===== src/rtl/rtc_regfile_pkg.sv =====
package rtc_regfile_pkg;
  localparam int IDX_W  = 7;
  localparam int DATA_W = 8;

  // Fixed locations of the control registers and the time/alarm bytes
  localparam logic [IDX_W-1:0] IDX_RATE  = 7'd10;
  localparam logic [IDX_W-1:0] IDX_MODE  = 7'd11;
  localparam logic [IDX_W-1:0] IDX_FLAG  = 7'd12;
  localparam logic [IDX_W-1:0] IDX_VALID = 7'd13;
  localparam logic [IDX_W-1:0] IDX_SEC   = 7'd0;
  localparam logic [IDX_W-1:0] IDX_MIN   = 7'd2;
  localparam logic [IDX_W-1:0] IDX_HOUR  = 7'd4;
  localparam logic [IDX_W-1:0] IDX_ASEC  = 7'd1;
  localparam logic [IDX_W-1:0] IDX_AMIN  = 7'd3;
  localparam logic [IDX_W-1:0] IDX_AHOUR = 7'd5;

  // Strobes from control to datapath
  typedef struct packed {
    logic             wrMem;
    logic             wrRate;
    logic             wrMode;
    logic             rdFlags;
    logic             setUip;
    logic             updDone;
    logic             copyTime;
    logic             perTick;
    logic [IDX_W-1:0] idx;
  } rtcStrobes_t;
endpackage


===== src/rtl/rtc_regfile_ctrl.sv =====
module rtc_regfile_ctrl
  import rtc_regfile_pkg::*;
(
  input  logic             clk,
  input  logic             rst_n,
  input  logic             busWr,
  input  logic             busRd,
  input  logic             busAddr,
  input  logic [IDX_W-1:0] idxData,
  input  logic             tickPeriodic,
  input  logic             updBegin,
  input  logic             updDone,
  input  logic             setMode,
  output rtcStrobes_t      strb
);
  logic [IDX_W-1:0] idxReg;
  logic             hostWr;
  logic             isCtrl;

  // Index latch, loaded by writes to the even address
  always_ff @(posedge clk or negedge rst_n) begin
    if (!rst_n)                 idxReg <= '0;
    else if (busWr && !busAddr) idxReg <= idxData;
  end

  always_comb begin
    hostWr        = busWr && busAddr;
    isCtrl        = (idxReg >= IDX_RATE) && (idxReg <= IDX_VALID);
    strb.idx      = idxReg;
    strb.wrMem    = hostWr && !isCtrl;
    strb.wrRate   = hostWr && (idxReg == IDX_RATE);
    strb.wrMode   = hostWr && (idxReg == IDX_MODE);
    strb.rdFlags  = busRd && busAddr && (idxReg == IDX_FLAG);
    // Update strobes are gated by the set bit of the mode register
    strb.setUip   = updBegin && !setMode;
    strb.updDone  = updDone;
    strb.copyTime = updDone && !setMode;
    strb.perTick  = tickPeriodic;
  end
endmodule


===== src/rtl/rtc_regfile_dp.sv =====
module rtc_regfile_dp
  import rtc_regfile_pkg::*;
#(
  parameter logic [DATA_W-1:0] RATE_INIT  = 8'h26,
  parameter logic [DATA_W-1:0] MODE_INIT  = 8'h02,
  parameter logic [DATA_W-1:0] VALID_INIT = 8'h80
) (
  input  logic              clk,
  input  logic              rst_n,
  input  logic              sysReset,
  input  rtcStrobes_t       strb,
  input  logic [DATA_W-1:0] wData,
  input  logic [DATA_W-1:0] nowSec,
  input  logic [DATA_W-1:0] nowMin,
  input  logic [DATA_W-1:0] nowHour,
  output logic [DATA_W-1:0] rData,
  output logic [DATA_W-1:0] modeReg,
  output logic              irqOut
);
  localparam int DEPTH = 1 << IDX_W;

  // Bit positions inside the control registers
  localparam int B_UIP  = 7;
  localparam int B_SET  = 7;
  localparam int B_PIE  = 6;
  localparam int B_AIE  = 5;
  localparam int B_UIE  = 4;

  localparam logic [DATA_W-1:0] EV_PER   = 8'hC0;
  localparam logic [DATA_W-1:0] EV_ALARM = 8'hA0;
  localparam logic [DATA_W-1:0] EV_UPD   = 8'h90;
  localparam logic [DATA_W-1:0] MODE_RST_MASK = 8'h68;
  localparam logic [DATA_W-1:0] FLAG_RST_MASK = 8'hF0;

  logic [DATA_W-1:0] mem [DEPTH];
  logic [DATA_W-1:0] rateReg, flagReg;
  logic [DATA_W-1:0] rateNext, modeNext, flagNext, evBits;
  logic              irqReg, irqNext, uipNext;
  logic              almSec, almMin, almHour, almHit;

  // A byte matches when its top two bits mark "any" or when it equals the value
  function automatic logic almMatch(input logic [DATA_W-1:0] alm,
                                    input logic [DATA_W-1:0] now);
    return (alm[DATA_W-1:DATA_W-2] == 2'b11) || (alm == now);
  endfunction

  always_comb begin
    almSec  = almMatch(mem[IDX_ASEC],  nowSec);
    almMin  = almMatch(mem[IDX_AMIN],  nowMin);
    almHour = almMatch(mem[IDX_AHOUR], nowHour);
    almHit  = almSec && almMin && almHour;

    evBits = '0;
    if (strb.perTick && modeReg[B_PIE])                 evBits |= EV_PER;
    if (strb.updDone && modeReg[B_AIE] && almHit)       evBits |= EV_ALARM;
    if (strb.updDone && modeReg[B_UIE])                 evBits |= EV_UPD;

    // Flags: a read clears, events of the same cycle survive, system reset wins
    flagNext = (strb.rdFlags ? '0 : flagReg) | evBits;
    irqNext  = (strb.rdFlags ? 1'b0 : irqReg) | (evBits != '0);
    if (sysReset) begin
      flagNext = flagNext & ~FLAG_RST_MASK;
      irqNext  = 1'b0;
    end

    modeNext = modeReg;
    if (strb.wrMode) begin
      modeNext = wData;
      if (wData[B_SET]) modeNext[B_UIE] = 1'b0;
    end
    if (sysReset) modeNext = modeNext & ~MODE_RST_MASK;

    uipNext = rateReg[B_UIP];
    if (strb.setUip)                  uipNext = 1'b1;
    if (strb.updDone)                 uipNext = 1'b0;
    if (strb.wrMode && wData[B_SET])  uipNext = 1'b0;
    rateNext = {uipNext, strb.wrRate ? wData[DATA_W-2:0] : rateReg[DATA_W-2:0]};
  end

  always_ff @(posedge clk or negedge rst_n) begin
    if (!rst_n) begin
      rateReg <= RATE_INIT;
      modeReg <= MODE_INIT;
      flagReg <= '0;
      irqReg  <= 1'b0;
    end else begin
      rateReg <= rateNext;
      modeReg <= modeNext;
      flagReg <= flagNext;
      irqReg  <= irqNext;
    end
  end

  // General byte storage; the host write is ordered after the time copy
  always_ff @(posedge clk or negedge rst_n) begin
    if (!rst_n) begin
      for (int i = 0; i < DEPTH; i++) mem[i] <= '0;
    end else begin
      if (strb.copyTime) begin
        mem[IDX_SEC]  <= nowSec;
        mem[IDX_MIN]  <= nowMin;
        mem[IDX_HOUR] <= nowHour;
      end
      if (strb.wrMem) mem[strb.idx] <= wData;
    end
  end

  always_comb begin
    case (strb.idx)
      IDX_RATE:  rData = rateReg;
      IDX_MODE:  rData = modeReg;
      IDX_FLAG:  rData = flagReg;
      IDX_VALID: rData = VALID_INIT;
      default:   rData = mem[strb.idx];
    endcase
  end

  assign irqOut = irqReg;
endmodule


===== src/rtl/rtc_regfile.sv =====
module rtc_regfile
  import rtc_regfile_pkg::*;
(
  input  logic              clk,
  input  logic              rst_n,
  input  logic              sysReset,
  input  logic              busWr,
  input  logic              busRd,
  input  logic              busAddr,
  input  logic [DATA_W-1:0] busWdata,
  output logic [DATA_W-1:0] busRdata,
  input  logic              tickPeriodic,
  input  logic              updBegin,
  input  logic              updDone,
  input  logic [DATA_W-1:0] nowSec,
  input  logic [DATA_W-1:0] nowMin,
  input  logic [DATA_W-1:0] nowHour,
  output logic              irqOut
);
  rtcStrobes_t       strb;
  logic [DATA_W-1:0] modeReg;
  logic [DATA_W-1:0] dpRdata;

  rtc_regfile_ctrl u_ctrl (
    .clk          (clk),
    .rst_n        (rst_n),
    .busWr        (busWr),
    .busRd        (busRd),
    .busAddr      (busAddr),
    .idxData      (busWdata[IDX_W-1:0]),
    .tickPeriodic (tickPeriodic),
    .updBegin     (updBegin),
    .updDone      (updDone),
    .setMode      (modeReg[DATA_W-1]),
    .strb         (strb)
  );

  rtc_regfile_dp u_dp (
    .clk      (clk),
    .rst_n    (rst_n),
    .sysReset (sysReset),
    .strb     (strb),
    .wData    (busWdata),
    .nowSec   (nowSec),
    .nowMin   (nowMin),
    .nowHour  (nowHour),
    .rData    (dpRdata),
    .modeReg  (modeReg),
    .irqOut   (irqOut)
  );

  assign busRdata = busAddr ? dpRdata : '1;
endmodule


===== config.mk =====
export PLATFORM = sky130hd
export DESIGN_NAME = rtc_regfile
export DESIGN_NICKNAME = d
export VERILOG_FILES = /design/src/rtl/rtc_regfile_pkg.sv /design/src/rtl/rtc_regfile_ctrl.sv /design/src/rtl/rtc_regfile_dp.sv /design/src/rtl/rtc_regfile.sv
export SDC_FILE = /design/constraint.sdc
export NUM_CORES = 2
export LEC_CHECK = 0
export ABC_AREA = 1
export BUFFER_PORTS_ARGS = -buffer_cell sky130_fd_sc_hd__buf_4
export CORE_MARGIN = 2
export CORE_UTILIZATION = 30
export DETAILED_ROUTE_END_ITERATION = 7
export GPL_TIMING_DRIVEN = 0
export PLACE_DENSITY = 0.41
export SLEW_MARGIN = 20
export SYNTH_ARGS = -nofsm -noshare
export SYNTH_HDL_FRONTEND = slang
export SYNTH_SLANG_ARGS = --single-unit

===== constraint.sdc =====
create_clock -name clk -period 2.9 [get_ports clk]
set_clock_uncertainty 0.05 [all_clocks]
set_input_delay 0.435 -clock clk [delete_from_list [all_inputs] [get_ports clk]]
set_output_delay 0.435 -clock clk [all_outputs]
set_load 0.005 [all_outputs]

==> reports/qor_table.md <==
| Result | This run | Unit |
|:---|:---|:---|
| Outcome | finished, violations left | - |
| Violations in the final reports | setup timing | - |
| Die area | 0.174 | mm^2 |
| Data required time of the critical path | 2.41 | ns |
| Switching Fraction | 0.326 | - |
| Synthesized instance count | 6954 | - |
| Max Clk Rate | 251 | MHz |
| Max-capacitance violation count | 0 | - |
| Count of warnings emitted by yosys | 0 | - |
| Xor/xnor share of the synthesized area | 0.000512 | - |
| Share of synthesized cell area in full adder, half adder and majority cells | 0 | - |
| Die outline height | 418 | um |
| Detail-routed via count per cell | 4.87 | - |
| Main combinational cell family by area after synthesis | simple AND/OR/NAND/NOR gates | - |
| Die width | 418 | um |
| Switching power total | 13900 | uW |
| Wirelength, routed | 221000 | um |
| Number of DRC markers in iteration 0 | 4618 | - |
| Fillers | 18282 | - |
| Synth Area per Inst | 7.38 | um^2 |
| Final HPWL DP | 158000 | um |
| Reg power frac | 0.393 | - |
| Gp weighted congestion | 0.902 | - |
| Setup crit end kind | output port | - |
| Reported leakage power | 0.0296 | uW |
| Class of the tightest hold or removal check | in -> reg | - |
| Starting Density | 0.302 | - |
| Root Buffer Master | sky130_fd_sc_hd__clkbuf_16 | - |
| Startpoint kind of the worst setup timing path | flop | - |
| Post-Syn Area | 0.0513 | mm^2 |
| Hold_sp | nowSec[2] | - |
| Final cycle utilization of the critical path | 1.38 | - |
| Complex-gate fraction of the synthesized area | 0.112 | - |
| Final worst path period need | 3.99 | ns |
| Synth unique cells | 33 | - |
| RSZ-0062 raised after global routing | yes | - |
| Final cell count without fillers | 9525 | - |
| Clock slew at reported path FFs | 0.06 | ns |
| Portion of total power attributed to the clock network | 0.398 | - |
| Remaining antenna violation count | 0 | - |
| Peak VDD IR | 0.429 | mV |
| Input/output buffers | 41 | - |
| Setup slack at placement | -2.17 | ns |
| Worst hold path cell count | 5 | - |
| Total DRC errors in the routed layout | 0 | - |
| Internal | 28800 | uW |
| Synthesis-stage register bit count | 1052 | - |
| Launch point of the critical path | u_ctrl.idxReg[0]$_DFFE_PN0P_ | - |
| Clock network latency to the later pin of the worst-skew pair | 0.80 | ns |
| Placed insts | 9235 | - |
| Number of buffers on the longest clock path | 3 | - |
| Kind of critical path | reg -> out | - |
| Core region area | 0.170 | mm^2 |
| Via count of the first global-routing pass | 44463 | - |
| Number of antenna violations at the first check in global routing | 11 | - |
| Routed length per instance | 23.2 | um |
| Detailed-routing iteration count for the pre-antenna-repair pass | 6 | - |
| Combinational power share | 0.209 | - |
| Beginning of the worst register-to-register path | u_ctrl.idxReg[5]$_DFFE_PN0P_ | - |
| Mux share of post-synthesis cell area | 0.000659 | - |
| Count of endpoints failing setup in the final report | 193 | - |
| First-pass GRT wire length | 317000 | um |
| Sequential element share of the synthesized area | 0.513 | - |
| Total number of H-tree levels | 4 | - |
| Highest net fanout along the worst path | 10 | - |
| Detailed-route via count | 46379 | - |
| Clock tree from TritonCTS | yes | - |
| Fin worst setup slack | -1.09 | ns |
| Post-Synth Simple-Gate Area | 0.272 | - |
| Final nets | 7244 | - |
| Total CTS buffers | 137 | - |
| Top Ports | 50 | - |
| Syn_nets | 6995 | - |
| Count of final hold-check violations | 0 | - |
| Row Count | 151 | - |
| Depth of the worst register-to-register path | 13 | - |
| Post-Route Hold Slack | 0.0610 | ns |
| Max-slew violation total from the final report | 0 | - |
| Relative slew slack | 0.200 | - |
| Total GRT Usage | 0.251 | - |
| Grt total ovfl | 0 | - |
| Data arrival time of the worst path | 3.51 | ns |
| Total number of clock tree sinks | 1052 | - |
| Maximum number of pins on one net before global-route repair | 129 | - |
| Pwr dens | 689 | mW/mm^2 |
| Area overhead of the layout relative to synthesis | 21.0 | % |
| Ratio of cells with drive above 1 in the final layout | 0.133 | - |
| Total power draw | 42800 | uW |
| Transition time of the tightest slew-check pin | 1.20 | ns |
## layout make-up
class,count,area [um^2],share of cell area
repair buffers,114,1550,0.0250
multi-input cells,4565,20500,0.331
flip-flops and latches,1052,26300,0.424
plain buffers,462,3180,0.0512
diodes,5,12.5,0.000202
clock inverters,32,395,0.00637
clock buffers,206,4000,0.0644
well taps,2218,2780,0.0447
inverters,871,3310,0.0533
## logic make-up after synthesis
family          after synthesis
compound gates             1125
xor+xnor                      3
buf+inv                    1337
flops                      1052
mux                           3
simple gates               3434
## critical path, stage by stage (launching register included)
cell and delay (ns):
sky130_fd_sc_hd__dfrtp_1 0.39, sky130_fd_sc_hd__buf_12 0.16, sky130_fd_sc_hd__inv_16 0.11, sky130_fd_sc_hd__clkbuf_16 0.18, sky130_fd_sc_hd__buf_12 0.17, sky130_fd_sc_hd__clkbuf_16 0.18
sky130_fd_sc_hd__nand2_1 0.06, sky130_fd_sc_hd__nand3_2 0.09, sky130_fd_sc_hd__nand2_2 0.09, sky130_fd_sc_hd__nor2_4 0.13, sky130_fd_sc_hd__nor2_1 0.07, sky130_fd_sc_hd__nor2_2 0.23
sky130_fd_sc_hd__nand2_2 0.15, sky130_fd_sc_hd__nand2_1 0.10, sky130_fd_sc_hd__nand2_1 0.07, sky130_fd_sc_hd__o21ai_2 0.14, sky130_fd_sc_hd__nand2_2 0.15, sky130_fd_sc_hd__buf_6 0.18
## metrics by stage
step / area, um^2 / TNS (ns) / util
floorplan: 51300 / 0 / -
global placement: 54400 / - / 0.321
detailed placement: 55000 / -720.07 / 0.324
CTS: 61500 / -12.42 / 0.362
global route: 62100 / -79.31 / 0.366
finish: 62100 / -13.46 / 0.366
## power by group through the flow
stage / logic, uW / registers, uW / clock network [uW]
CTS: 8720 / 16800 / 17400
detailed placement: 8080 / 17000 / 0
finish: 8940 / 16800 / 17000
floorplan: 4470 / 16800 / 0
global route: 9780 / 17000 / 18000
global placement: 7900 / 17000 / 0
## worst paths after layout
check | to | slack (ns)
max in group asynchronous | asynchronous set/reset pin | 0.83
max reg2reg | flop | -0.08
max | busRdata[6] | -1.09
min reg2reg | flop | 0.41
min | u_dp.mem[1018]$_DFF_PN0_ | 0.06
min in group asynchronous | asynchronous set/reset pin | 0.13
## synthesized netlist by cell type (all sizes together)
cell / number / area, um^2
a211oi: 4 / 30.0
a21oi: 36 / 180
a221oi: 4 / 35.0
buf: 138 / 707
clkbuf: 328 / 1230
clkinv: 2 / 7.51
dfrtp: 1048 / 26200
dfstp: 4 / 105
inv: 869 / 3270
mux2: 3 / 33.8
nand2: 2340 / 8830
nand3: 443 / 2270
nand4: 11 / 68.8
nor2: 522 / 1970
nor3: 14 / 188
o211ai: 25 / 188
o21ai: 1055 / 5280
o21bai: 1 / 7.51
or2: 104 / 651
xnor2: 1 / 8.76
xor2: 2 / 17.5
## routing by layer
metal  wire length (um)  vias to the layer above  global-route usage
met5                  0                        -                   0
met4               6540                        0              0.0780
met3              11600                      256              0.0328
met2              99200                     1189               0.391
met1             103000                    22960               0.361
li1                   -                    21974                   -
## cell usage in the layout (no fill, tap or decap), drive strengths merged, types with 5 or more instances in the layout
master,count
nand2,2340
o21ai,1055
dfrtp,1048
inv,876
nor2,522
clkbuf,510
nand3,443
buf,252
or2,104
a21oi,36
o211ai,25
clkinv,22
dlygate4sd3,20
nor3,14
nand4,11
diode,5
bufinv,5
## repair_timing
| action | 4_1_cts | 5_1_grt |
|---|---|---|
| pin swaps | 30 | 47 |
| hold buffers | 20 | 0 |
| buffers inserted | 11 | 16 |
| cloned | 1 | 3 |
| hold endpoints to repair | 467 | 0 |
| resized for setup | 584 | 198 |
| setup endpoints to repair | 1021 | 773 |
Note: power is estimated with default switching activity, not from simulation.
